==> config.mk <==
export PLATFORM = sky130hd
export DESIGN_NAME = sdram_init_seq
export DESIGN_NICKNAME = d
export VERILOG_FILES = /design/src/rtl/sdram_init_pkg.sv /design/src/rtl/sdram_init_wait.sv /design/src/rtl/sdram_refresh_timer.sv /design/src/rtl/sdram_init_seq.sv
export SDC_FILE = /design/constraint.sdc
export NUM_CORES = 1
export LEC_CHECK = 0
export BUFFER_PORTS_ARGS = -buffer_cell sky130_fd_sc_hd__buf_4
export CAP_MARGIN = 15
export CORE_MARGIN = 4
export CORE_UTILIZATION = 50
export DETAILED_ROUTE_END_ITERATION = 6
export PLACE_DENSITY = 0.67
export SLEW_MARGIN = 0
export SYNTH_ARGS = -nofsm -noshare
export SYNTH_HDL_FRONTEND = slang
export SYNTH_SLANG_ARGS = --single-unit
==> constraint.sdc <==
create_clock -name clk -period 26.5 [get_ports clk]
set_input_delay 2.65 -clock clk [delete_from_list [all_inputs] [get_ports clk]]
set_output_delay 2.65 -clock clk [all_outputs]
set_load 0.02 [all_outputs]
==> src/rtl/sdram_init_pkg.sv <==
package sdram_init_pkg;

    // {cs_n, ras_n, cas_n, we_n}
    typedef enum logic [3:0] {
        CMD_LMR = 4'b0000,
        CMD_REF = 4'b0001,
        CMD_PRE = 4'b0010,
        CMD_NOP = 4'b0111
    } sd_cmd_e;

    typedef enum logic [2:0] {
        ST_IDLE,
        ST_PWR,
        ST_TRP,
        ST_TRFC,
        ST_TMRD,
        ST_RUN
    } seq_state_e;

    localparam int PRE_ALL_BIT = 10;

    // burst length 1 (000), sequential (0), latency in [6:4]
    function automatic logic [6:0] mode_word(input logic [2:0] cas);
        return {cas, 1'b0, 3'b000};
    endfunction

    // cycles between refreshes for a 15.6 us spacing
    function automatic logic [31:0] refresh_reload(input logic [31:0] khz);
        return (32'd156 * khz) / 32'd10000;
    endfunction

    function automatic logic [5:0] capacity_log2(input logic [1:0] col_off,
                                                 input logic [1:0] row_off,
                                                 input logic       bank_off,
                                                 input logic       bus16);
        return 6'd20 + 6'(col_off) + 6'(row_off) + 6'(bank_off)
                     + (bus16 ? 6'd1 : 6'd2);
    endfunction

endpackage

==> src/rtl/sdram_init_wait.sv <==
module sdram_init_wait #(
    parameter int WAIT_W = 16
) (
    input  logic              clk,
    input  logic              rst,
    input  logic              load,
    input  logic [WAIT_W-1:0] load_val,
    output logic              zero
);
    logic [WAIT_W-1:0] cnt_q;

    always_ff @(posedge clk) begin
        if (rst)
            cnt_q <= '0;
        else if (load)
            cnt_q <= load_val;
        else if (cnt_q != '0)
            cnt_q <= cnt_q - WAIT_W'(1);
    end

    assign zero = (cnt_q == '0);

endmodule

==> src/rtl/sdram_refresh_timer.sv <==
module sdram_refresh_timer #(
    parameter int REF_W = 16
) (
    input  logic             clk,
    input  logic             rst,
    input  logic             arm,
    input  logic [REF_W-1:0] reload,
    input  logic             grant,
    output logic             req,
    output logic             fire
);
    logic             active_q;
    logic [REF_W-1:0] cnt_q;
    logic             req_q;

    always_ff @(posedge clk) begin
        if (rst) begin
            active_q <= 1'b0;
            cnt_q    <= '0;
            req_q    <= 1'b0;
        end else if (arm) begin
            active_q <= 1'b1;
            cnt_q    <= reload;
            req_q    <= 1'b0;
        end else if (active_q) begin
            if (req_q) begin
                if (grant) begin
                    req_q <= 1'b0;
                    cnt_q <= reload;
                end
            end else if (cnt_q == '0) begin
                req_q <= 1'b1;
            end else begin
                cnt_q <= cnt_q - REF_W'(1);
            end
        end
    end

    assign req  = req_q;
    assign fire = req_q & grant;

    AST_REQ_HELD: assert property (@(posedge clk) disable iff (rst)
        (req_q && !grant) |=> req_q);
    AST_REQ_DROP: assert property (@(posedge clk) disable iff (rst)
        (req_q && grant && !arm) |=> !req_q);

endmodule

==> src/rtl/sdram_init_seq.sv <==
module sdram_init_seq
    import sdram_init_pkg::*;
#(
    parameter int ADDR_W    = 13,
    parameter int BA_W      = 2,
    parameter int WAIT_W    = 16,
    parameter int KHZ_W     = 20,
    parameter int REF_W     = 16,
    parameter int INIT_REFS = 8
) (
    input  logic              clk,
    input  logic              rst,
    input  logic              start,
    input  logic [1:0]        cfg_col_off,
    input  logic [1:0]        cfg_row_off,
    input  logic              cfg_bank_off,
    input  logic              cfg_bus16,
    input  logic [2:0]        cfg_cas,
    input  logic [WAIT_W-1:0] cfg_pwr_wait,
    input  logic [3:0]        cfg_trp,
    input  logic [3:0]        cfg_trfc,
    input  logic [3:0]        cfg_tmrd,
    input  logic [KHZ_W-1:0]  cfg_clk_khz,
    input  logic              ref_grant,
    output logic              sd_cs_n,
    output logic              sd_ras_n,
    output logic              sd_cas_n,
    output logic              sd_we_n,
    output logic [BA_W-1:0]   sd_ba,
    output logic [ADDR_W-1:0] sd_addr,
    output logic              init_pulse,
    output logic              init_done,
    output logic              ref_req,
    output logic [5:0]        cap_log2
);
    localparam int RC_W = $clog2(INIT_REFS + 1);
    localparam logic [RC_W-1:0] LAST_REF = RC_W'(INIT_REFS - 1);

    seq_state_e        state_q, state_d;
    sd_cmd_e           cmd_q, cmd_d;
    logic [ADDR_W-1:0] addr_q, addr_d;
    logic [RC_W-1:0]   nref_q, nref_d;
    logic              done_q, pulse_q, pulse_d;
    logic              w_load, w_zero, arm, ref_fire;
    logic [WAIT_W-1:0] w_val;
    logic [REF_W-1:0]  reload;

    assign reload = REF_W'(refresh_reload(32'(cfg_clk_khz)));

    sdram_init_wait #(.WAIT_W(WAIT_W)) u_wait (
        .clk(clk), .rst(rst), .load(w_load), .load_val(w_val), .zero(w_zero)
    );

    sdram_refresh_timer #(.REF_W(REF_W)) u_refresh (
        .clk(clk), .rst(rst), .arm(arm), .reload(reload),
        .grant(ref_grant), .req(ref_req), .fire(ref_fire)
    );

    always_comb begin
        state_d = state_q;
        cmd_d   = CMD_NOP;
        addr_d  = '0;
        nref_d  = nref_q;
        pulse_d = 1'b0;
        arm     = 1'b0;
        w_load  = 1'b0;
        w_val   = '0;
        case (state_q)
            ST_IDLE: if (start) begin
                state_d = ST_PWR;
                w_load  = 1'b1;
                w_val   = cfg_pwr_wait;
            end
            ST_PWR: if (w_zero) begin
                state_d             = ST_TRP;
                cmd_d               = CMD_PRE;
                addr_d[PRE_ALL_BIT] = 1'b1;
                w_load              = 1'b1;
                w_val               = WAIT_W'(cfg_trp);
            end
            ST_TRP: if (w_zero) begin
                state_d = ST_TRFC;
                cmd_d   = CMD_REF;
                nref_d  = '0;
                w_load  = 1'b1;
                w_val   = WAIT_W'(cfg_trfc);
            end
            ST_TRFC: if (w_zero) begin
                w_load = 1'b1;
                if (nref_q == LAST_REF) begin
                    state_d = ST_TMRD;
                    cmd_d   = CMD_LMR;
                    addr_d  = ADDR_W'(mode_word(cfg_cas));
                    w_val   = WAIT_W'(cfg_tmrd);
                end else begin
                    cmd_d  = CMD_REF;
                    nref_d = nref_q + RC_W'(1);
                    w_val  = WAIT_W'(cfg_trfc);
                end
            end
            ST_TMRD: if (w_zero) begin
                state_d = ST_RUN;
                pulse_d = 1'b1;
                arm     = 1'b1;
            end
            ST_RUN: if (ref_fire) cmd_d = CMD_REF;
            default: state_d = ST_IDLE;
        endcase
    end

    always_ff @(posedge clk) begin
        if (rst) begin
            state_q <= ST_IDLE;
            cmd_q   <= CMD_NOP;
            addr_q  <= '0;
            nref_q  <= '0;
            done_q  <= 1'b0;
            pulse_q <= 1'b0;
        end else begin
            state_q <= state_d;
            cmd_q   <= cmd_d;
            addr_q  <= addr_d;
            nref_q  <= nref_d;
            pulse_q <= pulse_d;
            if (pulse_d) done_q <= 1'b1;
        end
    end

    assign {sd_cs_n, sd_ras_n, sd_cas_n, sd_we_n} = cmd_q;
    assign sd_addr    = addr_q;
    assign sd_ba      = '0;
    assign init_done  = done_q;
    assign init_pulse = pulse_q;
    assign cap_log2   = capacity_log2(cfg_col_off, cfg_row_off, cfg_bank_off, cfg_bus16);

    // checking logic: refreshes seen before ready, reset observation
    logic [RC_W:0] refs_seen_q;
    logic          rst_seen_q;

    always_ff @(posedge clk) begin
        rst_seen_q <= rst;
        if (rst)
            refs_seen_q <= '0;
        else if (cmd_q == CMD_REF && !done_q)
            refs_seen_q <= refs_seen_q + (RC_W+1)'(1);
    end

    always_comb begin
        if (rst_seen_q)
            AST_RESET_IDLE: assert (cmd_q == CMD_NOP && !done_q && !pulse_q && !ref_req);
    end

    AST_PRE_ALL_BANKS: assert property (@(posedge clk) disable iff (rst)
        (cmd_q == CMD_PRE) |-> (sd_addr[PRE_ALL_BIT] && sd_ba == '0));
    AST_INIT_REF_COUNT: assert property (@(posedge clk) disable iff (rst)
        init_pulse |-> (refs_seen_q == (RC_W+1)'(INIT_REFS)));
    AST_MODE_BURST: assert property (@(posedge clk) disable iff (rst)
        (cmd_q == CMD_LMR) |-> (sd_addr[3:0] == 4'b0000));
    AST_DONE_STICKY: assert property (@(posedge clk) disable iff (rst)
        init_done |=> init_done);
    AST_PULSE_SINGLE: assert property (@(posedge clk) disable iff (rst)
        init_pulse |=> !init_pulse);
    AST_PULSE_ON_RISE: assert property (@(posedge clk) disable iff (rst)
        $rose(init_done) |-> init_pulse);

endmodule

==> impl_results.md, run 1 <==
- Synth Register Bits: 49
- Clock tree root driver cell: clkbuf_16
- Placer Congestion: 0.951
- Synth warn: 0
- Die X: 186 microns
- Seq/Total Area, Yosys: 6.21%
- Bufs on Longest Clock Path: 2
- ANT cells: 0
- Worst Tran Pin Value: 0.967 ns
- WHS Endpoint: u_refresh.cnt_q[13]$_SDFFE_PP0P_
- Initial antenna violation count: 0
- Synth area leaders: dfxtp_1 (6.2%), xnor2_1 (5.8%), fa_1 (4.8%)
- Outcome: complete, no violations
- Crit Path Max Fanout: 14
- Worst Hold Launch: u_refresh.cnt_q[13]$_SDFFE_PP0P_
- TritonCTS Buffers: 5
- Clk_skew: 0.00804 ns
- Setup_tns: 0 ns
- Vias per cell: 6.80
- Final Max Tran Viols: 0
- Clock transition at path regs: approximately 0.070 ns
- Fillers: 3017
- Max_cap viols: 0
- Crit path DAT: between 20 and 25 ns
- Final hold viol count: 0
- CP Class: input pin to register
- Worst min path class: register to register
- ANT nets after route: 0
- Post-synthesis mux area share: 2.94%
- Final wirelength: approximately 52 mm
- Share of post-route cells with drive strength above 1: approximately 12%
- Slowest CP cell: a21oi_1
- 1st-iter DRT viols: 1625
- Reg2reg end: u_refresh.cnt_q[0]$_SDFFE_PP0P_
- CTS resizes: 0
- WL/cell: 19.9 microns
- Final setup violating endpoints: 0
- Post-CTS Setup Bufs: 0
- Tot GR Track Use: 28.8%
- Worst hold path cell count: 2
- Detailed placer's ending HPWL: 41.7 mm
- Post-Synth Adder-Cell Area: 9.01%
- First-pass GRT wire length: around 84 mm
- Number of cell rows: between 60 and 70
- Yosys cell types: 137
- Synth top area share: under 10%
- CTS tree: built
- Worst slew margin: 35.1%
- Num ports: 89
- Most common cell after layout, fill and taps aside: nand2_1
- Starting Density: 51.2%
- Min cycle time layout: 24.58 ns
- Fmax: 40.7 MHz
- Largest net degree at the start of global routing: 44
- Layout Area Growth over Synthesis: 5.27%
- Number of global-route vias before repair: 16000
- Most frequent cells in the layout: nand2_1 (202), nor2_1 (185), a21oi_1 (145)
- CTS sink count: 49
- Simple-gate share of the synthesized area: 28.4%
- Dpl cell area: 16400 sq um
- Top FF cell, synth: dfxtp_1
- Port Buf Inserts: 74
- Clk Latency, worst-skew pair: 0.31 ns
- Yosys top cell by area: dfxtp_1
- Synthesized cell area: 15800 sq um
- Asr flop ratio synth: 0%
- Worst R2R Path Depth: 13
- Synth Area in Compound Gates: 37.8%
- Post-Synth XOR/XNOR Area: 8.89%
- Die Y: 186 microns
- Final nets: ~2400
- H-tree levels: 2
- CP peak stage delay: 0.80 ns
- Syn avg cell area: between 7 and 8 sq um
- Hold-fix buffers at CTS: 0
- Detailed Routing Iterations Pass 1: 6
- Synth Instances: roughly 2200
- Floorplan core area: ~30000 sq um
- CP endpoint kind: register
- Final period util: 92.8%
- Via Count: 17700
- Post-route cell area: 16600 sq um
- CP Launch Type: input pin
- RR Startpoint: u_wait.cnt_q[2]$_SDFFE_PP0P_
- Grt total ovfl: 0
- RSZ-0062 raised after global routing: false
- Main combinational cell family by area after synthesis: compound AO/OA/AOI/OAI gates
- Number of synthesized flops with an enable pin: 0
- DRC: 0
- Worst reg-to-reg setup slack: 21.24 ns
- WP data required: 26.68 ns
- Die area: 34500 sq um
==> state kept, by name (all words and copies together), names as in the netlist <==
| signal | cells |
|---|---|
| cmd_q | 3 |
| u_wait.cnt_q | 16 |
| u_refresh.req | 1 |
| sd_addr | 4 |
| state_q | 3 |
| u_refresh.cnt_q | 16 |
| u_refresh.active_q | 1 |
| init_pulse | 1 |
| nref_q | 4 |
==> cells in the mapped netlist (49+ instances only) <==
cell / number
o211ai_1: 58
clkbuf_1: 53
nand2_1: 202
nor2_1: 186
a21oi_1: 145
xnor2_1: 104
inv_1: 124
nor3_1: 71
dfxtp_1: 49
o21ai_0: 101
nand3_1: 90
ha_1: 52
==> metal layers <==
layer	global-route usage (%)	up-vias	wire length (microns)	share of wire, %
met3	3.19	69	3520	6.8
li1	-	8423	-	-
met4	4.95	0	773	1.5
met1	41.1	8494	23600	46
met5	0	-	0	0
met2	47.5	736	24000	46
==> worst max-delay path: cells and delay by family <==
family                   cells  cell delay [ns]
AO/OA/AOI/OAI               33            12.19
XOR/XNOR                     5             2.04
adder cells (fa/ha/maj)      4             1.79
buffers and inverters        5             0.32
multiplexers                 1             0.56
AND/OR/NAND/NOR             17             5.17
==> logic make-up after synthesis <==
kind of cell | after synthesis
xor gates and xnor gates | 153
other | 2
buffers and inverters | 236
adders and majority gates | 91
DFF | 49
AOI/OAI and AO/OA | 782
muxes | 44
and+or+nand+nor | 856
==> metrics by stage <==
stage / hold WS, ns / worst slack, ns / std cells / utilization [%]
2_1_floorplan: 0.448 / 6.96 / 2225 / -
3_3_place_gp: 0.470 / 2.51 / 2596 / 53.2
3_5_place_dp: 0.467 / 1.97 / 2596 / 53.2
4_1_cts: 0.478 / 2.25 / 2604 / 53.8
5_1_grt: 0.506 / 0.161 / 2608 / 53.9
6_report: 0.488 / 1.92 / 2608 / 53.9
==> how the worst max path moves through the flow <==
| stage | startpoint | endpoint | slack [ns] | cells past startpoint |
|---|---|---|---|---|
| floorplan | cfg_clk_khz[6] | u_refresh.cnt_q[0]$_SDFFE_PP0P_ | 6.96 | 72 |
| detailed placement | cfg_clk_khz[7] | u_refresh.cnt_q[0]$_SDFFE_PP0P_ | 1.97 | 65 |
| finish | cfg_clk_khz[7] | u_refresh.cnt_q[0]$_SDFFE_PP0P_ | 1.92 | 65 |
| global route | cfg_clk_khz[5] | u_refresh.cnt_q[0]$_SDFFE_PP0P_ | 0.16 | 65 |
| global placement | cfg_clk_khz[5] | u_refresh.cnt_q[0]$_SDFFE_PP0P_ | 2.51 | 64 |
| CTS | cfg_clk_khz[7] | u_refresh.cnt_q[0]$_SDFFE_PP0P_ | 2.25 | 65 |
==> final cells by class <==
type	instances	area, sq um	area share, %
timing repair buffer	91	683	4.11
tap	396	495	2.98
clock buffer	6	139	0.836
clock inverter	2	41.3	0.248
sequential	49	981	5.90
multi-input combinational	1940	13800	83.1
inverter	124	465	2.80
Power of run 1 is left out: the tool's default activity adds up to more than one toggle a clock period on the data nets, which glitch-free logic cannot reach.
==> run 2: changes to the inputs <==
- ABC_AREA: default -> 1
==> impl_results.md, run 2 <==
- Floorplan core area: 34500 sq um
- Crit Path Max Fanout: 25
- Number of global-route vias before repair: 17200
- Post-CTS Setup Bufs: 0
- Most common cell after layout, fill and taps aside: nand2_1
- Die area: 38100 sq um
- Number of synthesized flops with an enable pin: 0
- Vias per cell: approximately 5.3
- Top flop regs: u_refresh.cnt_q (16), u_wait.cnt_q (16)
- Synth Instances: 2959
- Min cycle time layout: 21.27 ns
- Final setup violating endpoints: 0
- CTS resizes: 0
- CP top delay family: simple AND/OR/NAND/NOR gates
- Worst slack at placement: 5.10 ns
- ANT nets after route: 0
- Setup_tns: 0 ns
- Detailed Routing Iterations Pass 1: 6
- Top FF cell, synth: dfxtp_1
- Clock transition at path regs: 0.07 ns
- Tot GR Track Use: 26.5%
- Synth top area share: 16.9%
- Worst Hold Launch: nref_q[0]$_SDFFE_PP0P_
- Worst Tran Pin Value: about 1.0 ns
- Die X: 195 microns
- Bufs on Longest Clock Path: 2
- Layout Area Growth over Synthesis: 3.94%
- RR Startpoint: u_wait.cnt_q[0]$_SDFFE_PP0P_
- Grt total ovfl: 0
- Synthesized cell area: 17500 sq um
- WL/cell: 15.2 microns
- Initial antenna violation count: 0
- Most frequent cells after synthesis: nand2_1 (787), inv_1 (433), nand3_1 (312)
- Largest net degree at the start of global routing: 31
- Num ports: 89
- 1st-iter DRT viols: 1344
- Placer Congestion: 0.949
- Syn avg cell area: roughly 5.9 sq um
- WP data required: 26.67 ns
- ANT cells: 0
- Detailed placer's ending HPWL: 44.0 mm
- Crit-path most repeated cell: nand2_1
- Final nets: 3151
- Share of post-route cells with drive strength above 1: a little over a fifth
- Most numerous cell in the Yosys netlist: nand2_1
- H-tree levels: 2
- Clk Latency, worst-skew pair: 0.29 ns
- CTS tree: built
- Starting Density: 50.7%
- Asr flop ratio synth: 0%
- Die Y: approximately 200 microns
- CP Launch Type: input pin
- Max_cap viols: 0
- CP peak stage delay: 0.57 ns
- Synth warn: 0
- TritonCTS Buffers: 5
- Final period util: approximately four fifths
- Yosys cell types: 74
- DRC: 0
- Bufs and invs on worst path: 18
- Clk_skew: 0.00662 ns
- Synth Register Bits: 49
- Hold-fix buffers at CTS: 0
- Yosys top cell by area: nand2_1
- Port Buf Inserts: 74
- Worst slew margin: 30.2%
- Final hold viol count: 0
- Slowest CP cell: nand2_2
- Most frequent cells in the layout: nand2_1 (787), inv_1 (433), nand3_1 (312)
- Via Count: 18400
- CP endpoint kind: register
- Worst min path class: register to register
- Clock tree root driver cell: clkbuf_16
- Seq/Total Area, Yosys: 5.60%
- Final Max Tran Viols: 0
- Final wirelength: 52.5 mm
- Number of cell rows: 68
- Final hold slack: between 0.5 and 0.6 ns
- CTS sink count: 49
- Crit path from: cfg_clk_khz[8]
- CP Class: input pin to register
- Crit path DAT: 21.44 ns
- First-pass GRT wire length: roughly 86 mm
- Synth area leaders: nand2_1 (17%), inv_1 (9.3%), nand3_1 (8.9%)
- Worst setup margin: 5.23 ns
- RSZ-0062 raised after global routing: false
- Fmax: 47.0 MHz
- Outcome: complete, no violations
run 2: stage by stage:
step | util (%) | cells | cell area (sq um)
after floorplan | - | 2971 | 17600
final | 52.7 | 3456 | 18200
after CTS | 52.7 | 3456 | 18200
after global routing | 52.7 | 3456 | 18200
after global placement | 52.3 | 3448 | 18100
after detailed placement | 52.3 | 3448 | 18100
run 2: final cells by class:
class | instances | area [sq um]
Clock buffer | 7 | 153
Tap cell | 455 | 569
Fill cell | 3693 | 16300
Inverter | 506 | 1950
Clock inverter | 1 | 5.00
Timing Repair Buffer | 80 | 601
Sequential cell | 49 | 981
Multi-Input combinational cell | 2358 | 14000
run 2: kinds of logic (layout without fill, tap and decap cells):
family / after synthesis / in the layout / share of synthesized area (%)
XOR/XNOR: 88 / 88 / 4.48
other: 2 / 14 / 0.0428
flip-flops: 49 / 49 / 5.60
AO/OA/AOI/OAI: 214 / 214 / 7.83
buffers and inverters: 564 / 594 / 15.0
AND/OR/NAND/NOR: 1952 / 1952 / 58.9
adder cells (fa/ha/maj): 90 / 90 / 8.05
run 2: per-layer routing:
| metal | vias up | wire (microns) | track usage [%] |
|---|---|---|---|
| met4 | 0 | 1140 | 5.56 |
| met2 | 546 | 24400 | 45.2 |
| li1 | 9386 | - | - |
| met3 | 74 | 2790 | 1.92 |
| met5 | - | 0 | 0 |
| met1 | 8375 | 24100 | 36.9 |
run 2: worst register-to-register path, stage by stage (launching register included):
cell     delay, ns
dfxtp_1       0.33
inv_1         0.12
ha_1          0.19
inv_1         0.07
or3_1         0.41
nor4_1        0.18
inv_1         0.11
nor2_1        0.19
nand4_1       0.14
o21ai_1       0.39
inv_1         0.39
nor2_2        0.82
nand2_1       0.40
a31oi_1       0.23
run 2: final timing paths:
check | cells past startpoint | slack (ns) | to
setup / recovery | 119 | 5.23 | u_refresh.cnt_q[0]$_SDFFE_PP0P_
hold / removal | 2 | 0.50 | nref_q[0]$_SDFFE_PP0P_
setup reg to reg | 13 | 22.48 | u_refresh.cnt_q[10]$_SDFFE_PP0P_
hold reg to reg | 2 | 0.50 | nref_q[0]$_SDFFE_PP0P_
Power of run 2 is left out for the same reason.
